File: src/rtl/phy_pwr_seq_pkg.sv
`timescale 1ns/1ps
package phy_pwr_seq_pkg;

  typedef enum logic [2:0] {
    ST_IDLE   = 3'd0,
    ST_SETTLE = 3'd1,
    ST_CAL    = 3'd2,
    ST_LOCK   = 3'd3,
    ST_DOWN   = 3'd4
  } seq_state_e;

  localparam logic [1:0] RES_OK      = 2'd0;
  localparam logic [1:0] RES_CAL_TMO = 2'd1;
  localparam logic [1:0] RES_DLL_TMO = 2'd2;

  function automatic int unsigned us_to_cyc(input int unsigned mhz, input int unsigned us);
    int unsigned c;
    c = mhz * us;
    return (c == 0) ? 1 : c;
  endfunction

  function automatic int unsigned max3(input int unsigned a, input int unsigned b,
                                       input int unsigned c);
    int unsigned m;
    m = (a > b) ? a : b;
    return (m > c) ? m : c;
  endfunction

endpackage

File: src/rtl/phy_pwr_req.sv
`timescale 1ns/1ps
module phy_pwr_req (
  input  logic clk,
  input  logic rst,
  input  logic up_i,
  input  logic dn_i,
  input  logic busy_i,
  output logic start_up_o,
  output logic start_dn_o
);

  // Power-down wins over power-up; nothing starts while busy.
  always_comb begin
    start_dn_o = dn_i && !busy_i;
    start_up_o = up_i && !dn_i && !busy_i;
  end

  p_single_start_r9: assert property (@(posedge clk) disable iff (rst)
    !(start_up_o && start_dn_o));

endmodule

File: src/rtl/phy_pwr_timer.sv
`timescale 1ns/1ps
module phy_pwr_timer #(
  parameter int unsigned CW   = 8,
  parameter int unsigned MAXV = 100
) (
  input  logic          clk,
  input  logic          rst,
  input  logic          load_i,
  input  logic [CW-1:0] load_val_i,
  output logic          expired_o
);

  logic [CW-1:0] cnt_q;

  always_ff @(posedge clk) begin
    if (rst) begin
      cnt_q <= '0;
    end else if (load_i) begin
      cnt_q <= load_val_i;
    end else if (cnt_q != '0) begin
      cnt_q <= cnt_q - 1'b1;
    end
  end

  assign expired_o = (cnt_q == '0);

  p_cnt_bounded_r3: assert property (@(posedge clk) disable iff (rst)
    cnt_q <= CW'(MAXV));

  p_expire_after_load_r3: assert property (@(posedge clk) disable iff (rst)
    (load_i && load_val_i != '0) |=> !expired_o);

endmodule

File: src/rtl/phy_pwr_fsm.sv
`timescale 1ns/1ps
module phy_pwr_fsm
  import phy_pwr_seq_pkg::*;
#(
  parameter int unsigned CW         = 8,
  parameter int unsigned SETTLE_CYC = 3,
  parameter int unsigned CAL_CYC    = 5,
  parameter int unsigned LOCK_CYC   = 30
) (
  input  logic          clk,
  input  logic          rst,
  input  logic          start_up_i,
  input  logic          start_dn_i,
  input  logic          cal_done_i,
  input  logic          dll_rdy_i,
  input  logic          tmr_expired_i,
  output logic          tmr_load_o,
  output logic [CW-1:0] tmr_val_o,
  output logic          pdb_o,
  output logic          dll_en_o,
  output logic          busy_o,
  output logic          done_o,
  output logic [1:0]    result_o
);

  localparam logic [CW-1:0] SETTLE_LD = CW'(SETTLE_CYC - 1);
  localparam logic [CW-1:0] CAL_LD    = CW'(CAL_CYC - 1);
  localparam logic [CW-1:0] LOCK_LD   = CW'(LOCK_CYC - 1);

  seq_state_e state_q;

  // Timer reload at every phase entry.
  always_comb begin
    tmr_load_o = 1'b0;
    tmr_val_o  = '0;
    unique case (state_q)
      ST_IDLE: if (start_up_i && !start_dn_i) begin
        tmr_load_o = 1'b1;
        tmr_val_o  = SETTLE_LD;
      end
      ST_SETTLE: if (tmr_expired_i) begin
        tmr_load_o = 1'b1;
        tmr_val_o  = CAL_LD;
      end
      ST_CAL: if (tmr_expired_i && cal_done_i) begin
        tmr_load_o = 1'b1;
        tmr_val_o  = LOCK_LD;
      end
      default: ;
    endcase
  end

  always_ff @(posedge clk) begin
    if (rst) begin
      state_q  <= ST_IDLE;
      pdb_o    <= 1'b0;
      dll_en_o <= 1'b0;
      busy_o   <= 1'b0;
      done_o   <= 1'b0;
      result_o <= RES_OK;
    end else begin
      done_o <= 1'b0;
      unique case (state_q)
        ST_IDLE: begin
          if (start_dn_i) begin
            pdb_o    <= 1'b0;
            dll_en_o <= 1'b0;
            busy_o   <= 1'b1;
            state_q  <= ST_DOWN;
          end else if (start_up_i) begin
            pdb_o    <= 1'b0;
            dll_en_o <= 1'b0;
            busy_o   <= 1'b1;
            state_q  <= ST_SETTLE;
          end
        end
        ST_SETTLE: begin
          if (tmr_expired_i) begin
            pdb_o   <= 1'b1;
            state_q <= ST_CAL;
          end
        end
        ST_CAL: begin
          if (tmr_expired_i) begin
            if (cal_done_i) begin
              dll_en_o <= 1'b1;
              state_q  <= ST_LOCK;
            end else begin
              pdb_o    <= 1'b0;
              dll_en_o <= 1'b0;
              busy_o   <= 1'b0;
              done_o   <= 1'b1;
              result_o <= RES_CAL_TMO;
              state_q  <= ST_IDLE;
            end
          end
        end
        ST_LOCK: begin
          if (tmr_expired_i) begin
            busy_o  <= 1'b0;
            done_o  <= 1'b1;
            state_q <= ST_IDLE;
            if (dll_rdy_i) begin
              result_o <= RES_OK;
            end else begin
              pdb_o    <= 1'b0;
              dll_en_o <= 1'b0;
              result_o <= RES_DLL_TMO;
            end
          end
        end
        ST_DOWN: begin
          busy_o   <= 1'b0;
          done_o   <= 1'b1;
          result_o <= RES_OK;
          state_q  <= ST_IDLE;
        end
        default: state_q <= ST_IDLE;
      endcase
    end
  end

  p_dll_needs_pdb_r5: assert property (@(posedge clk) disable iff (rst)
    dll_en_o |-> pdb_o);

  p_done_pulse_r10: assert property (@(posedge clk) disable iff (rst)
    done_o |=> !done_o);

  p_done_ends_busy_r10: assert property (@(posedge clk) disable iff (rst)
    done_o |-> (!busy_o && $past(busy_o)));

  p_result_legal_r4: assert property (@(posedge clk) disable iff (rst)
    result_o != 2'd3);

  p_fail_drops_r6: assert property (@(posedge clk) disable iff (rst)
    (done_o && result_o != RES_OK) |-> (!pdb_o && !dll_en_o));

  p_start_clears_r2: assert property (@(posedge clk) disable iff (rst)
    $rose(busy_o) |-> (!pdb_o && !dll_en_o));

  p_pdb_rise_r3: assert property (@(posedge clk) disable iff (rst)
    $rose(pdb_o) |-> (busy_o && !dll_en_o));

  p_result_hold_r10: assert property (@(posedge clk) disable iff (rst)
    !done_o |-> $stable(result_o));

endmodule

File: src/rtl/phy_pwr_seq.sv
`timescale 1ns/1ps
module phy_pwr_seq
  import phy_pwr_seq_pkg::*;
#(
  parameter int unsigned CLK_MHZ   = 100,
  parameter int unsigned SETTLE_US = 3,
  parameter int unsigned CAL_US    = 5,
  parameter int unsigned LOCK_US   = 30
) (
  input  logic       clk,
  input  logic       rst,
  input  logic       pwr_up_req,
  input  logic       pwr_dn_req,
  input  logic       cal_done_i,
  input  logic       dll_rdy_i,
  output logic       phy_pdb_o,
  output logic       phy_dll_en_o,
  output logic       busy_o,
  output logic       done_o,
  output logic [1:0] result_o
);

  localparam int unsigned SETTLE_CYC = us_to_cyc(CLK_MHZ, SETTLE_US);
  localparam int unsigned CAL_CYC    = us_to_cyc(CLK_MHZ, CAL_US);
  localparam int unsigned LOCK_CYC   = us_to_cyc(CLK_MHZ, LOCK_US);
  localparam int unsigned MAX_CYC    = max3(SETTLE_CYC, CAL_CYC, LOCK_CYC);
  localparam int unsigned CW         = (MAX_CYC < 2) ? 1 : $clog2(MAX_CYC);

  logic          start_up;
  logic          start_dn;
  logic          tmr_load;
  logic [CW-1:0] tmr_val;
  logic          tmr_expired;

  phy_pwr_req u_req (
    .clk        (clk),
    .rst        (rst),
    .up_i       (pwr_up_req),
    .dn_i       (pwr_dn_req),
    .busy_i     (busy_o),
    .start_up_o (start_up),
    .start_dn_o (start_dn)
  );

  phy_pwr_timer #(
    .CW   (CW),
    .MAXV (MAX_CYC - 1)
  ) u_tmr (
    .clk        (clk),
    .rst        (rst),
    .load_i     (tmr_load),
    .load_val_i (tmr_val),
    .expired_o  (tmr_expired)
  );

  phy_pwr_fsm #(
    .CW         (CW),
    .SETTLE_CYC (SETTLE_CYC),
    .CAL_CYC    (CAL_CYC),
    .LOCK_CYC   (LOCK_CYC)
  ) u_fsm (
    .clk           (clk),
    .rst           (rst),
    .start_up_i    (start_up),
    .start_dn_i    (start_dn),
    .cal_done_i    (cal_done_i),
    .dll_rdy_i     (dll_rdy_i),
    .tmr_expired_i (tmr_expired),
    .tmr_load_o    (tmr_load),
    .tmr_val_o     (tmr_val),
    .pdb_o         (phy_pdb_o),
    .dll_en_o      (phy_dll_en_o),
    .busy_o        (busy_o),
    .done_o        (done_o),
    .result_o      (result_o)
  );

endmodule

File: config.mk
export PLATFORM = sky130hd
export DESIGN_NAME = phy_pwr_seq
export DESIGN_NICKNAME = d
export VERILOG_FILES = /design/src/rtl/phy_pwr_seq_pkg.sv /design/src/rtl/phy_pwr_req.sv /design/src/rtl/phy_pwr_timer.sv /design/src/rtl/phy_pwr_fsm.sv /design/src/rtl/phy_pwr_seq.sv
export SDC_FILE = /design/constraint.sdc
export NUM_CORES = 1
export LEC_CHECK = 0
export ABC_AREA = 1
export CAP_MARGIN = 5
export CORE_ASPECT_RATIO = 1.4
export CORE_MARGIN = 2
export CORE_UTILIZATION = 60
export CTS_CLUSTER_DIAMETER = 80
export DETAILED_ROUTE_END_ITERATION = 8
export GPL_TIMING_DRIVEN = 0
export HOLD_SLACK_MARGIN = 0.1
export PLACE_DENSITY = 0.81
export SETUP_SLACK_MARGIN = 0.2
export SKIP_CTS_REPAIR_TIMING = 1
export SKIP_LAST_GASP = 1
export SYNTH_ARGS = -nofsm -noshare
export SYNTH_HDL_FRONTEND = slang
export SYNTH_SLANG_ARGS = --single-unit
File: constraint.sdc
create_clock -name clk -period 3 [get_ports clk]
set_clock_uncertainty 0.15 [all_clocks]
set_input_delay 0.6 -clock clk [delete_from_list [all_inputs] [get_ports clk]]
set_output_delay 0.6 -clock clk [all_outputs]
set_load 0.03 [all_outputs]
==> reports/qor.csv <==
stage,metric,value,unit
flow_run,maxCapViolations,0,
floorplan,die_area,2440,µm²
sta,rsz0062_at_grt,false,
sta,slew_headroom,0.663,
place,numPortBuffers,10,
clocking,h-tree-depth,1,
route,drc,0,
sta,worst_pin_slew,505,ps
logic_synthesis,yosysUniqueCellTypes,29,
sta,drv_slew,0,
route,vias,1183,
clocking,cts_root_buffer,clkbuf_4,
layout,fillers,176,
pwr,total_power,1.48,mW
logic_synthesis,synthesis.area,1240,µm²
route,drt_iter0_markers,56,
floorplan,core.rowCount,19,
clocking,ctsLongestPathBuffers,2,
place,place_congestion,0.863,
place,numPlacedInstances,212,
sta,fmax,467,MHz
logic_synthesis,syn_area_per_cell,6.83,µm²
worst_setup_path,critical_path_peak_fanout,4,
floorplan,initial_core_util,0.634,
clocking,clk_latency,310,ps
pwr,ir_worst_vdd,0.000603,V
global_routing,grt_pass1_vias,1173,
sta,setup_viol,0,
logic_synthesis,yosysSeqAreaShare,0.340,
floorplan,die_y,57.7,µm
sta,min_period,2140,ps
global_routing,grt_max_degree,13,
sta,fin_crit_sh,0.714,
logic_synthesis,synth_nets,188,
route,wl_per_cell,12.4,µm
route,drt_pass1_iterations,4,
floorplan,die_x,42.4,µm
worst_setup_path,crit_slowest_cell,clkdlybuf4s50_1,
worst_setup_path,critPathMaxStageDelay,690,ps
logic_synthesis,synthTopCellsByArea,"dfxtp_1 (34%), nand2_1 (11%), nor2_1 (10%)",
floorplan,io_pins,12,
worst_setup_path,crit_required,2250,ps
status,outcome,"complete, no violations",
worst_setup_path,crit_family,buffers and inverters,
global_routing,grt_use_total,0.247,
logic_synthesis,syn_inst,181,
global_routing,gr-total-overflow,0,
place,dp_hpwl,2180,µm
layout,fin_util,0.713,
clocking,clkTransAtPathRegs,110,ps
layout,antenna_cells,0,
layout,final_common_cell,nand2_1,
logic_synthesis,ys.flop_type,dfxtp_1,
route,ant_nets,0,
layout,layoutNonFillerInstCount,216,
route,viasPerCell,5.48,
floorplan,coreArea,1950,µm²
layout,drive_gt1_frac,0.138,
logic_synthesis,ys_warn_count,0,
logic_synthesis,async_flop_share,0,
sta,hold-worst-slack,323,ps
worst_setup_path,worstSetupPathType,register to primary output,
sta,fin_tns_setup,0,ps
layout,area_growth,12.4,%
global_routing,grt_pass1_wl,4700,µm
layout,nNetsFinal,203,
worst_setup_path,end_kind,primary output,
logic_synthesis,yosysTopAreaCellShare,0.340,
route,wirelength,2670,µm
sta,hold_viol,0,
pwr,p_leak,0.665,nW
pwr,powerDensity,1060,nW/µm²
clocking,cts.sinks,21,
logic_synthesis,ys_seq_elements,21,
clocking,cts_buffers,3,
worst_setup_path,start_kind,register,
worst_setup_path,worst-path-buf-inv,1,
logic_synthesis,yosysTopAreaCell,dfxtp_1,
worst_setup_path,path_cells,clkdlybuf4s50_1,
global_routing,antenna_found_initial,0,
logic_synthesis,synth-edff-count,0,
worst_setup_path,cp.arrival,1390,ps
clocking,cts_tree,yes,
layout,layout_common_cells,"nand2_1 (36), nor2_1 (33), dfxtp_1 (21)",
min_path,hp-class,register to register,
path summary, 6_finish.rpt:
| path | from | to | slack, ps | depth (start not counted) |
|---|---|---|---|---|
| setup / recovery | u_fsm.busy_o | busy_o | 860 | 1 |
| hold / removal | u_tmr.cnt_q[0] | u_tmr.cnt_q[0] | 320 | 2 |
| setup reg to reg | u_tmr.cnt_q[0] | u_fsm.dll_en_o | 1100 | 10 |
| hold reg to reg | u_tmr.cnt_q[0] | u_tmr.cnt_q[0] | 320 | 2 |
power by group:
part	switching, mW	internal (mW)
Clock	0.0857	0.0498
Combinational	0.546	0.334
Sequential	0.0846	0.380
Total	0.716	0.763
state kept, by name, summed over array words and instances (netlist names):
name	flops
u_fsm.pdb_o	1
u_tmr.cnt_q	12
u_fsm.dll_en_o	1
u_fsm.busy_o	1
u_fsm.done_o	1
u_fsm.state_q	3
u_fsm.result_o	2
cell usage after synthesis (3+ instances only):
cell      n
inv_1    17
nand3_1  16
o21ai_0   7
nor2_4    3
nand2_2   6
nand2_1  36
dfxtp_1  21
a21oi_1  12
nor2_1   33
xor2_1    5
inv_2     3
cell type report:
| cell class | instances | area (µm²) | area share |
|---|---|---|---|
| timing repair buffer | 10 | 100 | 0.0720 |
| clock buffer | 3 | 22.5 | 0.0162 |
| inverter | 20 | 75.1 | 0.0540 |
| clock inverter | 1 | 5.00 | 0.00360 |
| buffer | 3 | 22.5 | 0.0162 |
| sequential | 21 | 420 | 0.302 |
| multi-input combinational | 137 | 718 | 0.517 |
| tap | 21 | 26.3 | 0.0189 |
kinds of logic (layout without fill, tap and decap cells):
kind of cell / Yosys count / after routing / share of synthesized area
flip-flops: 21 / 21 / 0.340
adder cells (fa/ha/maj): 1 / 1 / 0.0101
AO/OA/AOI/OAI: 21 / 21 / 0.0951
AND/OR/NAND/NOR: 109 / 109 / 0.433
buffers and inverters: 23 / 37 / 0.0789
XOR/XNOR: 6 / 6 / 0.0425
tightest hold or removal path, delay by kind of cell (launching register included):
| family | cells | cell delay [ps] |
|---|---|---|
| AOI/OAI and AO/OA | 1 | 50 |
| and+or+nand+nor | 1 | 60 |
| DFF | 1 | 330 |
per-stage QoR:
| stage | area, µm² | worst slack [ps] |
|---|---|---|
| finish | 1390 | 857 |
| global route | 1390 | 800 |
| CTS | 1390 | 846 |
| floorplan | 1240 | 1350 |
| detailed placement | 1360 | 709 |
| global placement | 1360 | 739 |
per-layer routing:
| metal | vias up | wire length (µm) | track usage |
|---|---|---|---|
| met2 | 35 | 1500 | 0.495 |
| met1 | 536 | 1040 | 0.258 |
| met5 | - | 0 | 0 |
| met4 | 0 | 46 | 0.0938 |
| li1 | 607 | - | - |
| met3 | 5 | 93 | 0.0187 |
(Power assumes the default switching activity.)
